`src/rtl/nbs_pkg.sv`:
```
package nbs_pkg;

    typedef enum logic [1:0] {
        KIND_CMD   = 2'd0,
        KIND_ADDR  = 2'd1,
        KIND_WDATA = 2'd2,
        KIND_RDATA = 2'd3
    } nbs_kind_e;

    typedef enum logic [2:0] {
        ST_IDLE,
        ST_WAIT,
        ST_SETUP,
        ST_LOW,
        ST_HIGH
    } nbs_state_e;

endpackage

```
`src/rtl/nbs_sync.sv`:
```
module nbs_sync #(
    parameter int   STAGES  = 2,
    parameter logic RST_VAL = 1'b0
) (
    input  logic clk,
    input  logic rst_n,
    input  logic d,
    output logic q
);
    for (genvar i = 0; i < STAGES; i++) begin : g_st
        logic r;
        if (i == 0) begin : g_first
            always_ff @(posedge clk) begin
                if (!rst_n) r <= RST_VAL;
                else        r <= d;
            end
        end else begin : g_next
            always_ff @(posedge clk) begin
                if (!rst_n) r <= RST_VAL;
                else        r <= g_st[i-1].r;
            end
        end
    end

    assign q = g_st[STAGES-1].r;
endmodule

```
`src/rtl/nbs_cfg.sv`:
```
module nbs_cfg #(
    parameter int CW        = 8,
    parameter int TW        = 16,
    parameter int MIN_PULSE = 2,
    parameter int MIN_WAIT  = 1
) (
    input  logic [CW-1:0] cfg_low,
    input  logic [CW-1:0] cfg_high,
    input  logic [TW-1:0] cfg_timeout,
    output logic [CW-1:0] eff_low,
    output logic [CW-1:0] eff_high,
    output logic [TW-1:0] eff_to
);
    localparam logic [CW-1:0] PULSE_FLOOR = CW'(MIN_PULSE);
    localparam logic [TW-1:0] WAIT_FLOOR  = TW'(MIN_WAIT);

    always_comb begin
        eff_low  = (cfg_low  < PULSE_FLOOR) ? PULSE_FLOOR : cfg_low;
        eff_high = (cfg_high < PULSE_FLOOR) ? PULSE_FLOOR : cfg_high;
        eff_to   = (cfg_timeout < WAIT_FLOOR) ? WAIT_FLOOR : cfg_timeout;
    end
endmodule

```
`src/rtl/nand_bus_seq.sv`:
```
module nand_bus_seq
    import nbs_pkg::*;
#(
    parameter int DW = 8,
    parameter int CW = 8,
    parameter int TW = 16,
    parameter int SYNC_STAGES = 2
) (
    input  logic          clk,
    input  logic          rst_n,
    input  logic          req_valid,
    input  logic [1:0]    req_kind,
    input  logic [DW-1:0] req_byte,
    input  logic          req_wait_rdy,
    input  logic          req_prog,
    input  logic          wp_on,
    input  logic [CW-1:0] cfg_low,
    input  logic [CW-1:0] cfg_high,
    input  logic [TW-1:0] cfg_timeout,
    output logic          busy,
    output logic          done,
    output logic          err,
    output logic          rd_valid,
    output logic [DW-1:0] rd_data,
    output logic          nand_ce_n,
    output logic          nand_cle,
    output logic          nand_ale,
    output logic          nand_we_n,
    output logic          nand_re_n,
    output logic          nand_wp_n,
    input  logic          nand_rb_n,
    output logic [DW-1:0] nand_dq_o,
    output logic          nand_dq_oe,
    input  logic [DW-1:0] nand_dq_i
);
    localparam int NW = (CW > TW) ? CW : TW;

    typedef struct packed {
        nbs_state_e    state;
        nbs_kind_e     kind;
        logic [NW-1:0] cnt;
        logic [CW-1:0] low_len;
        logic [CW-1:0] high_len;
        logic [DW-1:0] data;
        logic          ce_n;
        logic          cle;
        logic          ale;
        logic          we_n;
        logic          re_n;
        logic          wp_n;
        logic          dq_oe;
        logic          done;
        logic          err;
        logic          rd_valid;
        logic [DW-1:0] rd_data;
    } seq_t;

    seq_t q, d;

    logic          rb_ready;
    logic [CW-1:0] eff_low, eff_high;
    logic [TW-1:0] eff_to;

    nbs_sync #(.STAGES(SYNC_STAGES), .RST_VAL(1'b0)) u_rb_sync (
        .clk   (clk),
        .rst_n (rst_n),
        .d     (nand_rb_n),
        .q     (rb_ready)
    );

    nbs_cfg #(.CW(CW), .TW(TW), .MIN_PULSE(2), .MIN_WAIT(1)) u_cfg (
        .cfg_low     (cfg_low),
        .cfg_high    (cfg_high),
        .cfg_timeout (cfg_timeout),
        .eff_low     (eff_low),
        .eff_high    (eff_high),
        .eff_to      (eff_to)
    );

    function automatic seq_t open_cycle(seq_t s);
        seq_t r;
        r       = s;
        r.state = ST_SETUP;
        r.ce_n  = 1'b0;
        r.cle   = (s.kind == KIND_CMD);
        r.ale   = (s.kind == KIND_ADDR);
        r.dq_oe = (s.kind != KIND_RDATA);
        r.cnt   = '0;
        return r;
    endfunction

    always_comb begin
        d          = q;
        d.done     = 1'b0;
        d.err      = 1'b0;
        d.rd_valid = 1'b0;
        d.wp_n     = ~wp_on;
        unique case (q.state)
            ST_IDLE: begin
                if (req_valid) begin
                    d.kind     = nbs_kind_e'(req_kind);
                    d.data     = req_byte;
                    d.low_len  = eff_low;
                    d.high_len = eff_high;
                    d.cnt      = '0;
                    if (req_prog && wp_on) begin
                        d.done = 1'b1;
                        d.err  = 1'b1;
                    end else if (req_wait_rdy) begin
                        d.state = ST_WAIT;
                    end else begin
                        d = open_cycle(d);
                    end
                end
            end
            ST_WAIT: begin
                if (rb_ready) begin
                    d = open_cycle(d);
                end else if (NW'(q.cnt + 1'b1) >= NW'(eff_to)) begin
                    d.state = ST_IDLE;
                    d.done  = 1'b1;
                    d.err   = 1'b1;
                    d.cnt   = '0;
                end else begin
                    d.cnt = q.cnt + 1'b1;
                end
            end
            ST_SETUP: begin
                d.state = ST_LOW;
                d.cnt   = NW'(1);
                if (q.kind == KIND_RDATA) d.re_n = 1'b0;
                else                      d.we_n = 1'b0;
            end
            ST_LOW: begin
                if (q.cnt >= NW'(q.low_len)) begin
                    d.state = ST_HIGH;
                    d.cnt   = NW'(1);
                    d.we_n  = 1'b1;
                    d.re_n  = 1'b1;
                    if (q.kind == KIND_RDATA) d.rd_data = nand_dq_i;
                end else begin
                    d.cnt = q.cnt + 1'b1;
                end
            end
            ST_HIGH: begin
                if (q.cnt >= NW'(q.high_len)) begin
                    d.state    = ST_IDLE;
                    d.cnt      = '0;
                    d.ce_n     = 1'b1;
                    d.cle      = 1'b0;
                    d.ale      = 1'b0;
                    d.dq_oe    = 1'b0;
                    d.done     = 1'b1;
                    d.rd_valid = (q.kind == KIND_RDATA);
                end else begin
                    d.cnt = q.cnt + 1'b1;
                end
            end
            default: d.state = ST_IDLE;
        endcase
    end

    always_ff @(posedge clk) begin
        if (!rst_n) begin
            q          <= '0;
            q.state    <= ST_IDLE;
            q.kind     <= KIND_CMD;
            q.ce_n     <= 1'b1;
            q.we_n     <= 1'b1;
            q.re_n     <= 1'b1;
            q.wp_n     <= 1'b0;
        end else begin
            q <= d;
        end
    end

    assign busy       = (q.state != ST_IDLE);
    assign done       = q.done;
    assign err        = q.err;
    assign rd_valid   = q.rd_valid;
    assign rd_data    = q.rd_data;
    assign nand_ce_n  = q.ce_n;
    assign nand_cle   = q.cle;
    assign nand_ale   = q.ale;
    assign nand_we_n  = q.we_n;
    assign nand_re_n  = q.re_n;
    assign nand_wp_n  = q.wp_n;
    assign nand_dq_o  = q.data;
    assign nand_dq_oe = q.dq_oe;
endmodule

```
`config.mk`:
```
export PLATFORM = sky130hd
export DESIGN_NAME = nand_bus_seq
export DESIGN_NICKNAME = d
export VERILOG_FILES = /design/src/rtl/nbs_pkg.sv /design/src/rtl/nbs_sync.sv /design/src/rtl/nbs_cfg.sv /design/src/rtl/nand_bus_seq.sv
export SDC_FILE = /design/constraint.sdc
export NUM_CORES = 1
export LEC_CHECK = 0
export ABC_AREA = 1
export BUFFER_PORTS_ARGS = -buffer_cell sky130_fd_sc_hd__buf_2
export CAP_MARGIN = 25
export CORE_MARGIN = 2
export CORE_UTILIZATION = 30
export DETAILED_ROUTE_END_ITERATION = 16
export PLACE_DENSITY = 0.53
export SLEW_MARGIN = 20
export SYNTH_ARGS = -nofsm -noshare
export SYNTH_HDL_FRONTEND = slang
export SYNTH_SLANG_ARGS = --single-unit
```
`constraint.sdc`:
```
create_clock -name clk -period 2.8 [get_ports clk]
set_clock_uncertainty 0.1 [all_clocks]
set_input_delay 0.42 -clock clk [delete_from_list [all_inputs] [get_ports clk]]
set_output_delay 0.42 -clock clk [all_outputs]
set_load 0.03 [all_outputs]
```
==> results of run 1 <==
## synthesized netlist by cell type (all sizes together)
cell / count / area (um^2)
nand3: 13 / 118
o22ai: 2 / 12.5
a41o: 1 / 10.0
a211oi: 2 / 20.0
clkbuf: 7 / 26.3
a221oi: 3 / 26.3
o21ai: 40 / 215
inv: 85 / 319
buf: 23 / 163
nor2: 61 / 274
o2111ai: 1 / 15.0
nor4: 6 / 37.5
xnor2: 5 / 51.3
a31oi: 1 / 6.26
nor3: 6 / 52.6
nand2: 113 / 442
dfxtp: 65 / 1300
a21oi: 54 / 300
and2: 1 / 6.26
xor2: 8 / 70.1
ha: 33 / 413
nand4: 9 / 62.6
## kinds of logic (layout without fill, tap and decap cells)
| group | after synthesis | after routing | synth area share |
|---|---|---|---|
| buffers and inverters | 115 | 216 | 0.129 |
| AND/OR/NAND/NOR | 209 | 210 | 0.252 |
| AO/OA/AOI/OAI | 104 | 104 | 0.154 |
| flip-flops | 65 | 65 | 0.330 |
| XOR/XNOR | 13 | 13 | 0.0308 |
| adder cells (fa/ha/maj) | 33 | 33 | 0.105 |
## layout make-up
cell class                      instances  area [um^2]
Multi-Input combinational cell        360         2260
Tap cell                              172          215
Clock inverter                          3         42.5
Clock buffer                           11          243
Inverter                               85          319
Timing Repair Buffer                  117          687
Fill cell                            1376         7650
Sequential cell                        65         1310
## flip-flops by register name, summed over array words and instances, names as in the netlist
name,flops
nand_cle,1
u_rb_sync.q,1
q,37
done,1
nand_ce_n,1
u_rb_sync.g_st.r,1
rd_data,8
nand_dq_o,8
nand_we_n,1
nand_ale,1
rd_valid,1
nand_dq_oe,1
nand_re_n,1
err,1
nand_wp_n,1
## where the power goes
part | internal (uW) | leakage [uW] | switching [uW]
clock network | 701 | 0.000137 | 389
registers | 1110 | 0.000535 | 103
logic | 559 | 0.00178 | 1070
total | 2370 | 0.00246 | 1560
## metal layers
metal	share of wire	global-route usage
met1	0.46	0.175
met2	0.50	0.248
met3	0.034	0.0343
met4	0.010	0.0424
met5	0	0
## worst paths after layout
path / slack, ns / start / endpoint
worst max register to register: 0.05 / q[43]$_SDFFE_PN0P_ / q[52]$_SDFFE_PN0P_
worst max-delay path: 0.05 / q[43]$_SDFFE_PN0P_ / q[52]$_SDFFE_PN0P_
worst min register to register: 0.32 / u_rb_sync.g_st[0].r$_SDFF_PN0_ / u_rb_sync.q$_SDFF_PN0_
worst min-delay path: 0.16 / wp_on / nand_wp_n$_SDFF_PN0_
## stage by stage
step	util	std cells
5_1_grt	0.399	813
3_5_place_dp	0.360	791
6_report	0.399	813
3_3_place_gp	0.360	791
2_1_floorplan	-	539
4_1_cts	0.386	807
## what timing repair did
item,4_1_cts,5_1_grt
setup endpoints to repair,19,19
pin swaps,1,13
setup buffers,2,5
gates cloned,0,1
resized for setup,3,34
## worst max-delay path, delay by kind of cell (launching register included)
family	cells	cell delay [ns]
buf+inv	1	0.18
xor+xnor	1	0.19
compound gates	1	0.05
flops	1	0.38
fa+ha+maj	2	0.45
simple gates	11	1.28
==> results.sh, run 1 <==
export IMPL_holdWs_ns=0.164
export IMPL_clk_latency_ns=0.33
export IMPL_cap_viol_max_count=0
export IMPL_ff2ff_path_depth=16
export IMPL_vias=3626
export IMPL_grt_pass1_wl_mm=16.4
export IMPL_placed_area_um2=4590
export IMPL_via_per_inst=4.46
export IMPL_slew_headroom=0.497
export IMPL_fp_row_count=41
export IMPL_fin_ws_ns=0.0532
export IMPL_final_max_slew_viol_count=0
export IMPL_ys_seq_elements=65
export IMPL_setup_worst_path_start_class="flop"
export IMPL_ioPinCount=84
export IMPL_yosys_cell_types_count=40
export IMPL_clock_path_buffers=2
export IMPL_track_usage=0.143
export IMPL_syn_inst=539
export IMPL_setup_viol=0
export IMPL_critPathKind="flop to flop"
export IMPL_slowest_stage="dfxtp_4"
export IMPL_initial_core_util=0.310
export IMPL_pre_cts_slack_ns=-0.107
export IMPL_nets=728
export IMPL_clkTransAtPathRegs_ns=0.05
export IMPL_drive_above_1_share=0.317
export IMPL_cts_sinks=65
export IMPL_antenna_cells=0
export IMPL_antenna_found_initial=0
export IMPL_hold_viol_final=0
export IMPL_htreeDepth=3
export IMPL_crit_chain="ha_4 > nand3_4 > nor2_4 > nand2_2 > nor2_4 > nand4_1 > xnor2_2 > ha_1 > nand2_2 > nor3_2 > nand2_2 > nand3_4 > nand3_4 > buf_4 > nand2_1 > a21oi_2"
export IMPL_final_common_cell="nand2_1"
export IMPL_stdcell_area_um2=5070
export IMPL_post_drt_wl_per_cell_um=12.1
export IMPL_portBuffers=83
export IMPL_grt_max_degree=42
export IMPL_syn_nets=629
export IMPL_dr_pass1_iters=6
export IMPL_dieArea_um2=14100
export IMPL_ant_nets=0
export IMPL_status="finished clean"
export IMPL_syn_avg_cell_area_um2=7.31
export IMPL_hold_path_class="primary input to flop"
export IMPL_dp_hpwl_mm=7.50
export IMPL_cts_made_buffers=9
export IMPL_fmax_mhz=364
export IMPL_powerDensity_nw_per_um2=775
export IMPL_leakagePower_uw=0.00246
export IMPL_grt_overflow_total=0
export IMPL_ir_drop_mv=0.446
export IMPL_synth_seq_area_share=0.330
export IMPL_tightest_slew_ns=0.755
export IMPL_period_share=0.981
export IMPL_cp_end_kind="flop"
export IMPL_gp_congestion=0.864
export IMPL_layout_common_cells="105 x nand2_1, 83 x buf_2, 74 x inv_1, 60 x dfxtp_1, 45 x nor2_1"
export IMPL_max_stage_delay_ns=0.38
export IMPL_hold_buffers=0
export IMPL_core_area_um2=12700
export IMPL_path_max_fanout=5
export IMPL_die_height_um=119
export IMPL_die_w_um=119
export IMPL_ys_warn_count=0
export IMPL_finalCriticalPeriod_ns=2.75
export IMPL_required_ns=2.92
export IMPL_drc=0
export IMPL_arrival_ns=2.86
export IMPL_syn2layout_area_growth_pct=28.8
export IMPL_grt_pass1_vias=3610
export IMPL_tritoncts="yes"
export IMPL_cts_root_buf="clkbuf_16"
export IMPL_tns_ns=0
export IMPL_power_uw=3930
export IMPL_wirelength_mm=9.82
export IMPL_min_path_cells=2
export IMPL_rsz0062_at_grt="yes"
export IMPL_drt_iter0_drc=108
export IMPL_synthesis_area_um2=3940
Power figures use the tool's default switching activity.
==> inputs of run 2 (changes only) <==
CORE_ASPECT_RATIO = 1.1   (was default)
CORE_UTILIZATION = 50   (was 30)
PLACE_DENSITY = 0.79   (was 0.53)
REMOVE_ABC_BUFFERS = 1   (was default)
==> results.sh, run 2 (synthesis gave the netlist of run 1 again) <==
export IMPL_arrival_ns=2.95
export IMPL_ant_nets=0
export IMPL_tns_ns=0
export IMPL_cap_viol_max_count=0
export IMPL_initial_core_util=0.522
export IMPL_drc=0
export IMPL_status="finished clean"
export IMPL_fmax_mhz=358
export IMPL_dr_pass1_iters=4
export IMPL_final_common_cell="nand2_1"
export IMPL_setup_worst_path_start_class="flop"
export IMPL_die_w_um=88.7
export IMPL_ioPinCount=84
export IMPL_clkTransAtPathRegs_ns=0.06
export IMPL_cp_end_kind="flop"
export IMPL_nets=724
export IMPL_critPathKind="flop to flop"
export IMPL_rr_startpoint="q[42]$_SDFFE_PN0P_"
export IMPL_portBuffers=83
export IMPL_powerDensity_nw_per_um2=730
export IMPL_regMostFlops="q"
export IMPL_placed_area_um2=4490
export IMPL_gp_congestion=0.876
export IMPL_crit_chain="nand3_4 > nor3_4 > nand3_4 > nor2_1 > xor2_1 > ha_1 > a21oi_1 > o21ai_0 > a21oi_2 > nand3_4 > nand3_2 > nand2_1 > a21oi_1"
export IMPL_cts_made_buffers=9
export IMPL_slew_headroom=0.406
export IMPL_via_per_inst=5.04
export IMPL_fin_ws_ns=0.00403
export IMPL_core_area_um2=7560
export IMPL_ir_drop_mv=0.480
export IMPL_clock_path_buffers=2
export IMPL_slowest_stage="dfxtp_4"
export IMPL_period_share=0.999
export IMPL_tightest_slew_ns=0.889
export IMPL_track_usage=0.217
export IMPL_critPathMostFrequentCell="nand3_4"
export IMPL_post_drt_wl_per_cell_um=13.0
export IMPL_hold_path_startpoint="wp_on"
export IMPL_htreeDepth=3
export IMPL_layout_common_cells="103 x nand2_1, 83 x buf_2, 76 x inv_1, 61 x dfxtp_1, 46 x nor2_1"
export IMPL_grtUsageMet2=0.373
export IMPL_vias=3728
export IMPL_use_met1=0.269
export IMPL_tritoncts="yes"
export IMPL_holdWs_ns=0.136
export IMPL_rsz0062_at_grt="yes"
export IMPL_grt_pass1_wl_mm=15.1
export IMPL_hold_viol_final=0
export IMPL_finalCriticalPeriod_ns=2.80
export IMPL_stdcell_area_um2=4800
export IMPL_dieArea_um2=8610
export IMPL_startpoint="q[42]$_SDFFE_PN0P_"
export IMPL_required_ns=2.95
export IMPL_hold_buffers=0
export IMPL_grt_pass1_vias=3526
export IMPL_leakagePower_uw=0.00235
export IMPL_syn2layout_area_growth_pct=21.9
export IMPL_fin_util=0.636
export IMPL_final_max_slew_viol_count=0
export IMPL_largest_register_ffs=37
export IMPL_fp_row_count=33
export IMPL_antenna_found_initial=0
export IMPL_die_height_um=97.1
export IMPL_hold_path_class="primary input to flop"
export IMPL_cts_sinks=65
export IMPL_use_met3=0.0357
export IMPL_path_max_fanout=8
export IMPL_top_usage_layer="met2"
export IMPL_drive_above_1_share=0.304
export IMPL_grt_max_degree=42
export IMPL_drt_iter0_drc=164
export IMPL_pre_cts_slack_ns=-0.0721
export IMPL_grt_overflow_total=0
export IMPL_cts_root_buf="clkbuf_8"
export IMPL_dp_hpwl_mm=6.94
export IMPL_max_stage_delay_ns=0.38
export IMPL_wirelength_mm=9.65
export IMPL_setup_viol=0
export IMPL_antenna_cells=0
export IMPL_clk_latency_ns=0.35
-- run 2: where the power goes --
group	total (uW)	leakage (uW)	internal [uW]	switching [uW]
Combinational	1610	0.00174	528	1080
Clock	688	0.0000830	348	339
Sequential	1210	0.000535	1110	105
Total	3510	0.00235	1980	1520
-- run 2: worst max-delay path, delay by kind of cell (launching register included) --
kind	cells	cell delay, ns
AO/OA/AOI/OAI	4	0.66
AND/OR/NAND/NOR	7	1.05
adder cells (fa/ha/maj)	1	0.30
XOR/XNOR	1	0.23
flip-flops	1	0.38
-- run 2: per-layer routing --
metal	share of wire	up-vias	wire [um]
met5	0	-	0
met4	0.025	0	243
met3	0.039	23	375
met2	0.51	90	4950
met1	0.42	1710	4070
li1	-	1905	-
-- run 2: worst paths after layout --
check	endpoint	slack [ns]	depth (start not counted)
max	q[43]$_SDFFE_PN0P_	0.004	13
min	nand_wp_n$_SDFF_PN0_	0.14	2
max reg2reg	q[43]$_SDFFE_PN0P_	0.004	13
min reg2reg	u_rb_sync.q$_SDFF_PN0_	0.32	2
-- run 2: timing repair --
action	in CTS	in global routing
setup buffers	0	5
endpoints found under the hold margin	0	0
cloned	0	1
resized for setup	2	29
setup endpoints to repair	19	19
pin swaps	1	17
-- run 2: layout make-up --
cell class	instances	area, um^2
fill	668	2750
multi-input combinational	360	2240
sequential	65	1310
timing repair buffer	113	644
inverter	85	319
clock buffer	11	151
tap	105	131
clock inverter	1	5.00
-- run 2: stage by stage --
step                total power [uW]  cells
finish                          3510    740
global route                    3770    740
CTS                             3460    734
detailed placement              2770    722
global placement                2710    722
floorplan                       2330    509
